### src/rtl/sbctl_pkg.sv
package sbctl_pkg;
  localparam int HALF_W   = 16;
  localparam int WORD_W   = 2 * HALF_W;
  localparam int N_CTL    = 6;
  localparam int ADDR_W   = 16;
  localparam int LANES    = 4;
  localparam int TCODE_W  = 8;

  // slots with decoded side-band fields
  localparam int LANE_SLOT = 1;
  localparam int TEST_SLOT = 5;

  // field shifts within the lane register
  localparam int SH_LANE_EN = 0;
  localparam int SH_FRX     = 4;
  localparam int SH_FSTOP   = 8;
  localparam int SH_TDIS    = 12;

  // field shifts within the test register
  localparam int SH_TDIN = 0;
  localparam int SH_TEN  = 8;
  localparam int SH_TCLK = 9;
  localparam int SH_TCLR = 10;

  localparam logic [ADDR_W-1:0] STATUS_OFF = 16'hE2A4;

  function automatic logic [ADDR_W-1:0] ctl_off(input int k);
    case (k)
      0:       ctl_off = 16'h6224;
      1:       ctl_off = 16'h6254;
      2:       ctl_off = 16'h6258;
      3:       ctl_off = 16'h625C;
      4:       ctl_off = 16'h6260;
      default: ctl_off = 16'h6264;
    endcase
  endfunction
endpackage

### src/rtl/sbctl_decode.sv
module sbctl_decode
  import sbctl_pkg::*;
#(
  parameter int AW = ADDR_W,
  parameter int N  = N_CTL
) (
  input  logic          en,
  input  logic [AW-1:0] addr,
  output logic [N-1:0]  hit,
  output logic          hit_status,
  output logic          hit_zero
);
  for (genvar k = 0; k < N; k++) begin : g_cmp
    assign hit[k] = en && (addr == AW'(ctl_off(k)));
  end
  assign hit_status = en && (addr == AW'(STATUS_OFF));
  assign hit_zero   = en && (addr == '0);
endmodule

### src/rtl/sbctl_mreg.sv
module sbctl_mreg
  import sbctl_pkg::*;
#(
  parameter int HW = HALF_W
) (
  input  logic          clk,
  input  logic          rst,
  input  logic          sel,
  input  logic [2*HW-1:0] wdata,
  output logic [HW-1:0] q
);
  logic [HW-1:0] mask, dat;
  assign mask = wdata[2*HW-1:HW];
  assign dat  = wdata[HW-1:0];

  always_ff @(posedge clk) begin
    if (rst)      q <= '0;
    else if (sel) q <= (q & ~mask) | (dat & mask);
  end

  a_r1_enabled_bits_take: assert property (@(posedge clk) disable iff (rst)
    sel |=> ((q & $past(mask)) == ($past(dat) & $past(mask))));
  a_r2_disabled_bits_keep: assert property (@(posedge clk) disable iff (rst)
    sel |=> (((q ^ $past(q)) & ~$past(mask)) == '0));
  a_r2_unselected_keep: assert property (@(posedge clk) disable iff (rst)
    !sel |=> $stable(q));
endmodule

### src/rtl/sbctl_rdmux.sv
module sbctl_rdmux
  import sbctl_pkg::*;
#(
  parameter int HW = HALF_W,
  parameter int N  = N_CTL,
  parameter int SW = TCODE_W
) (
  input  logic            clk,
  input  logic            rst,
  input  logic            rd_en,
  input  logic [N-1:0]    hit,
  input  logic            hit_status,
  input  logic [N*HW-1:0] regs,
  input  logic [SW-1:0]   status,
  output logic [2*HW-1:0] rd_data
);
  logic [HW-1:0] sel_word;

  always_comb begin
    sel_word = '0;
    for (int k = 0; k < N; k++)
      if (hit[k]) sel_word = regs[k*HW +: HW];
    if (hit_status) sel_word = HW'(status);
  end

  always_ff @(posedge clk) begin
    if (rst)        rd_data <= '0;
    else if (rd_en) rd_data <= {{HW{1'b0}}, sel_word};
  end

  a_r9_unmapped_reads_zero: assert property (@(posedge clk) disable iff (rst)
    (rd_en && hit == '0 && !hit_status) |=> (rd_data == '0));
  a_r4_upper_half_zero: assert property (@(posedge clk) disable iff (rst)
    rd_en |=> (rd_data[2*HW-1:HW] == '0));
endmodule

### src/rtl/sbctl_bank.sv
module sbctl_bank
  import sbctl_pkg::*;
#(
  parameter int AW = ADDR_W,
  parameter int HW = HALF_W,
  parameter int N  = N_CTL,
  parameter int NL = LANES,
  parameter int TW = TCODE_W
) (
  input  logic            clk,
  input  logic            rst,
  input  logic            wr_en,
  input  logic [AW-1:0]   wr_addr,
  input  logic [2*HW-1:0] wr_data,
  input  logic            rd_en,
  input  logic [AW-1:0]   rd_addr,
  output logic [2*HW-1:0] rd_data,
  output logic            err_zero_wr,
  input  logic [TW-1:0]   test_dout,
  output logic [N*HW-1:0] ctl_flat,
  output logic [NL-1:0]   lane_en,
  output logic [NL-1:0]   force_rx,
  output logic [NL-1:0]   force_stop,
  output logic [NL-1:0]   turn_dis,
  output logic [TW-1:0]   test_din,
  output logic            test_en,
  output logic            test_clk,
  output logic            test_clr
);
  logic [N-1:0] wr_hit, rd_hit;
  logic         wr_status, wr_zero, rd_status, rd_zero;
  logic [HW-1:0] lane_w, test_w;

  sbctl_decode #(.AW(AW), .N(N)) u_wdec (
    .en(wr_en), .addr(wr_addr), .hit(wr_hit),
    .hit_status(wr_status), .hit_zero(wr_zero));

  sbctl_decode #(.AW(AW), .N(N)) u_rdec (
    .en(rd_en), .addr(rd_addr), .hit(rd_hit),
    .hit_status(rd_status), .hit_zero(rd_zero));

  for (genvar k = 0; k < N; k++) begin : g_reg
    sbctl_mreg #(.HW(HW)) u_reg (
      .clk(clk), .rst(rst), .sel(wr_hit[k]),
      .wdata(wr_data), .q(ctl_flat[k*HW +: HW]));
  end

  sbctl_rdmux #(.HW(HW), .N(N), .SW(TW)) u_rd (
    .clk(clk), .rst(rst), .rd_en(rd_en), .hit(rd_hit),
    .hit_status(rd_status), .regs(ctl_flat), .status(test_dout),
    .rd_data(rd_data));

  always_ff @(posedge clk) begin
    if (rst) err_zero_wr <= 1'b0;
    else     err_zero_wr <= wr_zero;
  end

  assign lane_w     = ctl_flat[LANE_SLOT*HW +: HW];
  assign test_w     = ctl_flat[TEST_SLOT*HW +: HW];
  assign lane_en    = lane_w[SH_LANE_EN +: NL];
  assign force_rx   = lane_w[SH_FRX +: NL];
  assign force_stop = lane_w[SH_FSTOP +: NL];
  assign turn_dis   = lane_w[SH_TDIS +: NL];
  assign test_din   = test_w[SH_TDIN +: TW];
  assign test_en    = test_w[SH_TEN];
  assign test_clk   = test_w[SH_TCLK];
  assign test_clr   = test_w[SH_TCLR];

  a_r8_zero_write_flags: assert property (@(posedge clk) disable iff (rst)
    (wr_en && wr_addr == '0) |=> err_zero_wr);
  a_r8_flag_only_after_zero: assert property (@(posedge clk) disable iff (rst)
    !(wr_en && wr_addr == '0) |=> !err_zero_wr);
  a_r8_zero_write_no_change: assert property (@(posedge clk) disable iff (rst)
    (wr_en && wr_addr == '0) |=> $stable(ctl_flat));
  a_r7_status_readback: assert property (@(posedge clk) disable iff (rst)
    (rd_en && rd_addr == AW'(STATUS_OFF)) |=> (rd_data[TW-1:0] == $past(test_dout)));
  a_r7_status_write_no_change: assert property (@(posedge clk) disable iff (rst)
    (wr_en && wr_addr == AW'(STATUS_OFF)) |=> $stable(ctl_flat));
endmodule

### config.mk
export PLATFORM = sky130hd
export DESIGN_NAME = sbctl_bank
export DESIGN_NICKNAME = d
export VERILOG_FILES = /design/src/rtl/sbctl_pkg.sv /design/src/rtl/sbctl_decode.sv /design/src/rtl/sbctl_mreg.sv /design/src/rtl/sbctl_rdmux.sv /design/src/rtl/sbctl_bank.sv
export SDC_FILE = /design/constraint.sdc
export NUM_CORES = 1
export LEC_CHECK = 0
export BUFFER_PORTS_ARGS = -buffer_cell sky130_fd_sc_hd__buf_2
export CAP_MARGIN = 10
export CORE_ASPECT_RATIO = 1.4
export CORE_UTILIZATION = 24
export CTS_CLUSTER_SIZE = 10
export DETAILED_ROUTE_END_ITERATION = 10
export PLACE_DENSITY = 0.43
export SYNTH_ARGS = -nofsm -noshare
export SYNTH_HDL_FRONTEND = slang
export SYNTH_HIERARCHICAL = 1
export SYNTH_SLANG_ARGS = --single-unit
### constraint.sdc
create_clock -name clk -period 2.6 [get_ports clk]
set_clock_uncertainty 0.15 [all_clocks]
set_input_delay 0.26 -clock clk [delete_from_list [all_inputs] [get_ports clk]]
set_output_delay 0.26 -clock clk [all_outputs]
set_load 0.03 [all_outputs]
==> impl_summary.md <==
Run status
The run finished with clean final reports.

Placement
The detailed placer's ending HPWL is 19700 µm. The cell area reported after detailed placement is 7520 µm². Once placement completed, the tool counted placed cells totaling 1181. The last weighted congestion value of the routability-driven placer is 0.795. The count of buffers added on input and output ports is 215.

Global routing
For this run the aggregate overflow at the end of global routing stands at 0. The total global routing track utilization is 0.192. The first-pass GRT wire length is 38200 µm. The maximum number of pins on one net before global-route repair is 58.

The initial antenna violation count was 2. The number of global-route vias before repair is 5963.

Synth
After synthesis, the mean cell area works out to 9.12 µm². The number of warning messages in the yosys log is 6. The number of cells produced by synthesis is 697. In this run the cell area of the synthesized design comes to 6360 µm².

Finish
The share of cells above drive strength 1 is 0.390. The final layout contains 957 nets. The area growth from synthesis to layout is 28.9%. The count of fill cells added during filler insertion is 2815. The count of antenna diodes in the layout is 0. The share of the core filled with cells is 0.314. Once layout is done, the placed cells without fillers occupy 8200 µm².

The number of standard cells in the final layout excluding fillers is 1218.

Floorplan
The initial core utilization is 0.244. The floorplan step defined a die boundary enclosing 27200 µm². The die boundary width is 140 µm. The height of the chip is 195 µm. The core region area is 26100 µm². After floorplanning, the core was divided into 70 placement rows. For this design the top-level I/O count stands at 232.

Route
The first TritonRoute pass finished after 5 iterations. The remaining antenna violation count after routing is 0. Across all layers, the routed design uses 6110 vias. The final routed DRC violation total is 0. The final wirelength is 25900 µm.

In the routed layout, each cell is associated on average with a via count of 5.02. The number of DRC markers in iteration 0 is 380. The average wire per cell in the routed design is 21.3 µm.

Clock tree
In this run the number of H-tree levels came out at 4. The count of hold buffers inserted by post-cts repair is 5. The total CTS buffers is 17. The clock latency on the worst-skew pair is 0.42 ns.

TritonCTS built the clock tree. Once the clock tree was built, the setup fixing pass inserted 0 buffers. The number of sinks on the clock net is 113. Once the clock tree was built, the resizer swapped 0 gates to a different size.

The root buffer cell chosen for the clock tree is sky130_fd_sc_hd__clkbuf_16. After clock tree synthesis, the clock-pin slew on the worst setup and hold paths is 0.06 ns. The maximum count of clock buffers along a single path is 2.

Critical path
The critical path goes through buf_2, nor4b_2, nand4_1, buf_4, nor3_2, buf_12, a21oi_1, a221oi_1, o221ai_1, a21oi_1. The largest fanout on the critical path is 24. The most numerous cell type found on the critical path is sky130_fd_sc_hd__a21oi_1. The cell family with the largest share of critical-path delay is compound AO/OA/AOI/OAI gates.

The largest single stage delay on the critical path is 0.40 ns. The setup path with the least slack is of type input pin to register. The slowest cell on the critical path is sky130_fd_sc_hd__a221oi_1. Together, buffers and inverters on the worst path number 3. The arrival time reported for the critical path endpoint is 2.35 ns.

For the worst setup path, the data required time is 2.80 ns. The worst setup path is captured at a register. STA classifies the critical path startpoint as an input pin.

Timing
At the pin with the least slew margin, the transition time is 0.795 ns. The worst slew margin relative to its limit is 0.469. Setup repair after global routing left no endpoint under its margin. The number of hold violations in the final report was 0. The shortest clock period the worst path allows after layout is 2.16 ns.

The maximum clock frequency is 0.464 GHz. The number of slew-limit violations in the final report came to 0. In the finished design, the share of the clock period the worst path needs comes to 0.829.

The final-layout worst hold slack is 0.00929 ns. Setup violations remaining at the end of the flow were counted as 0.

Pwr
Dividing total power by cell area gives a power density of 553 nW/µm². The analysis attributes to net switching a power of 1.07 mW. The share of total power dissipated in combinational logic is 0.064. The worst voltage drop across the vdd grid is 0.439 mV. The switching portion of total power is 0.237. After layout, the design draws a total of 4.53 mW. The internal portion of the total power is 3.46 mW. The share of power burned in the clock network is 0.551.

Summed over all cells, the static leakage comes to 3.32 nW. The sequential power share is 0.384.

Worst hold path
The class of the worst hold path is input pin to register.

Run
The total of max-cap violations is 0.
routing by layer:
layer  global-route usage  vias to the layer above  wire [µm]
met5                    0                        -         22
met4               0.0680                        4        562
met3               0.0389                       40       1350
met2                0.375                      226      14500
met1                0.198                     2931       9500
li1                     -                     2909          -
worst min-delay path: cells and delay by family:
kind,cells,cell delay (ns)
AND/OR/NAND/NOR,1,0.09
buffers and inverters,1,0.14
AO/OA/AOI/OAI,1,0.05
final timing paths:
| check | startpoint | endpoint | slack, ns | cells past startpoint |
|---|---|---|---|---|
| worst max register to register | register | u_rd/rd_data[7] | 1.12 | 4 |
| worst max-delay path | rd_addr[7] | u_rd/rd_data[7] | 0.44 | 10 |
| worst min register to register | u_rd/rd_data[13] | u_rd/rd_data[13] | 0.37 | 2 |
| worst min-delay path | wr_data[8] | register | 0.009 | 3 |
cells in the final DEF, fill, tap and decap left out, types with 17 or more instances in the layout:
| master | count |
|---|---|
| sky130_fd_sc_hd__buf_2 | 214 |
| sky130_fd_sc_hd__dfxtp_1 | 113 |
| sky130_fd_sc_hd__nand3_1 | 99 |
| sky130_fd_sc_hd__a21bo_1 | 84 |
| sky130_fd_sc_hd__a21oi_1 | 76 |
| sky130_fd_sc_hd__a21oi_2 | 42 |
| sky130_fd_sc_hd__nand2_1 | 29 |
| sky130_fd_sc_hd__buf_4 | 18 |
| sky130_fd_sc_hd__o21ai_0 | 18 |
| sky130_fd_sc_hd__clkbuf_16 | 17 |
cell type report:
type / instances / area (µm²) / share of cell area
multi-input combinational: 496 / 3480 / 0.424
sequential: 113 / 2260 / 0.276
timing repair buffer: 244 / 1400 / 0.170
clock buffer: 21 / 460 / 0.0562
tap: 324 / 405 / 0.0495
clock inverter: 11 / 160 / 0.0195
inverter: 9 / 33.8 / 0.00412
metrics by stage:
step | setup slack (ns) | setup TNS [ns]
2_1_floorplan | 0.363 | 0
3_3_place_gp | -0.00221 | -0.00221
3_5_place_dp | -0.0282 | -0.0282
4_1_cts | 0.401 | 0
5_1_grt | 0.287 | 0
6_report | 0.445 | 0
power groups by stage:
stage / clock network, mW / registers (mW) / logic (mW)
final: 2.50 / 1.74 / 0.291
after detailed placement: 0 / 1.78 / 0.286
after global placement: 0 / 1.78 / 0.285
after CTS: 2.53 / 1.74 / 0.292
after floorplan: 0 / 1.79 / 0.116
after global routing: 2.61 / 1.74 / 0.311
(Power assumes the default switching activity.)
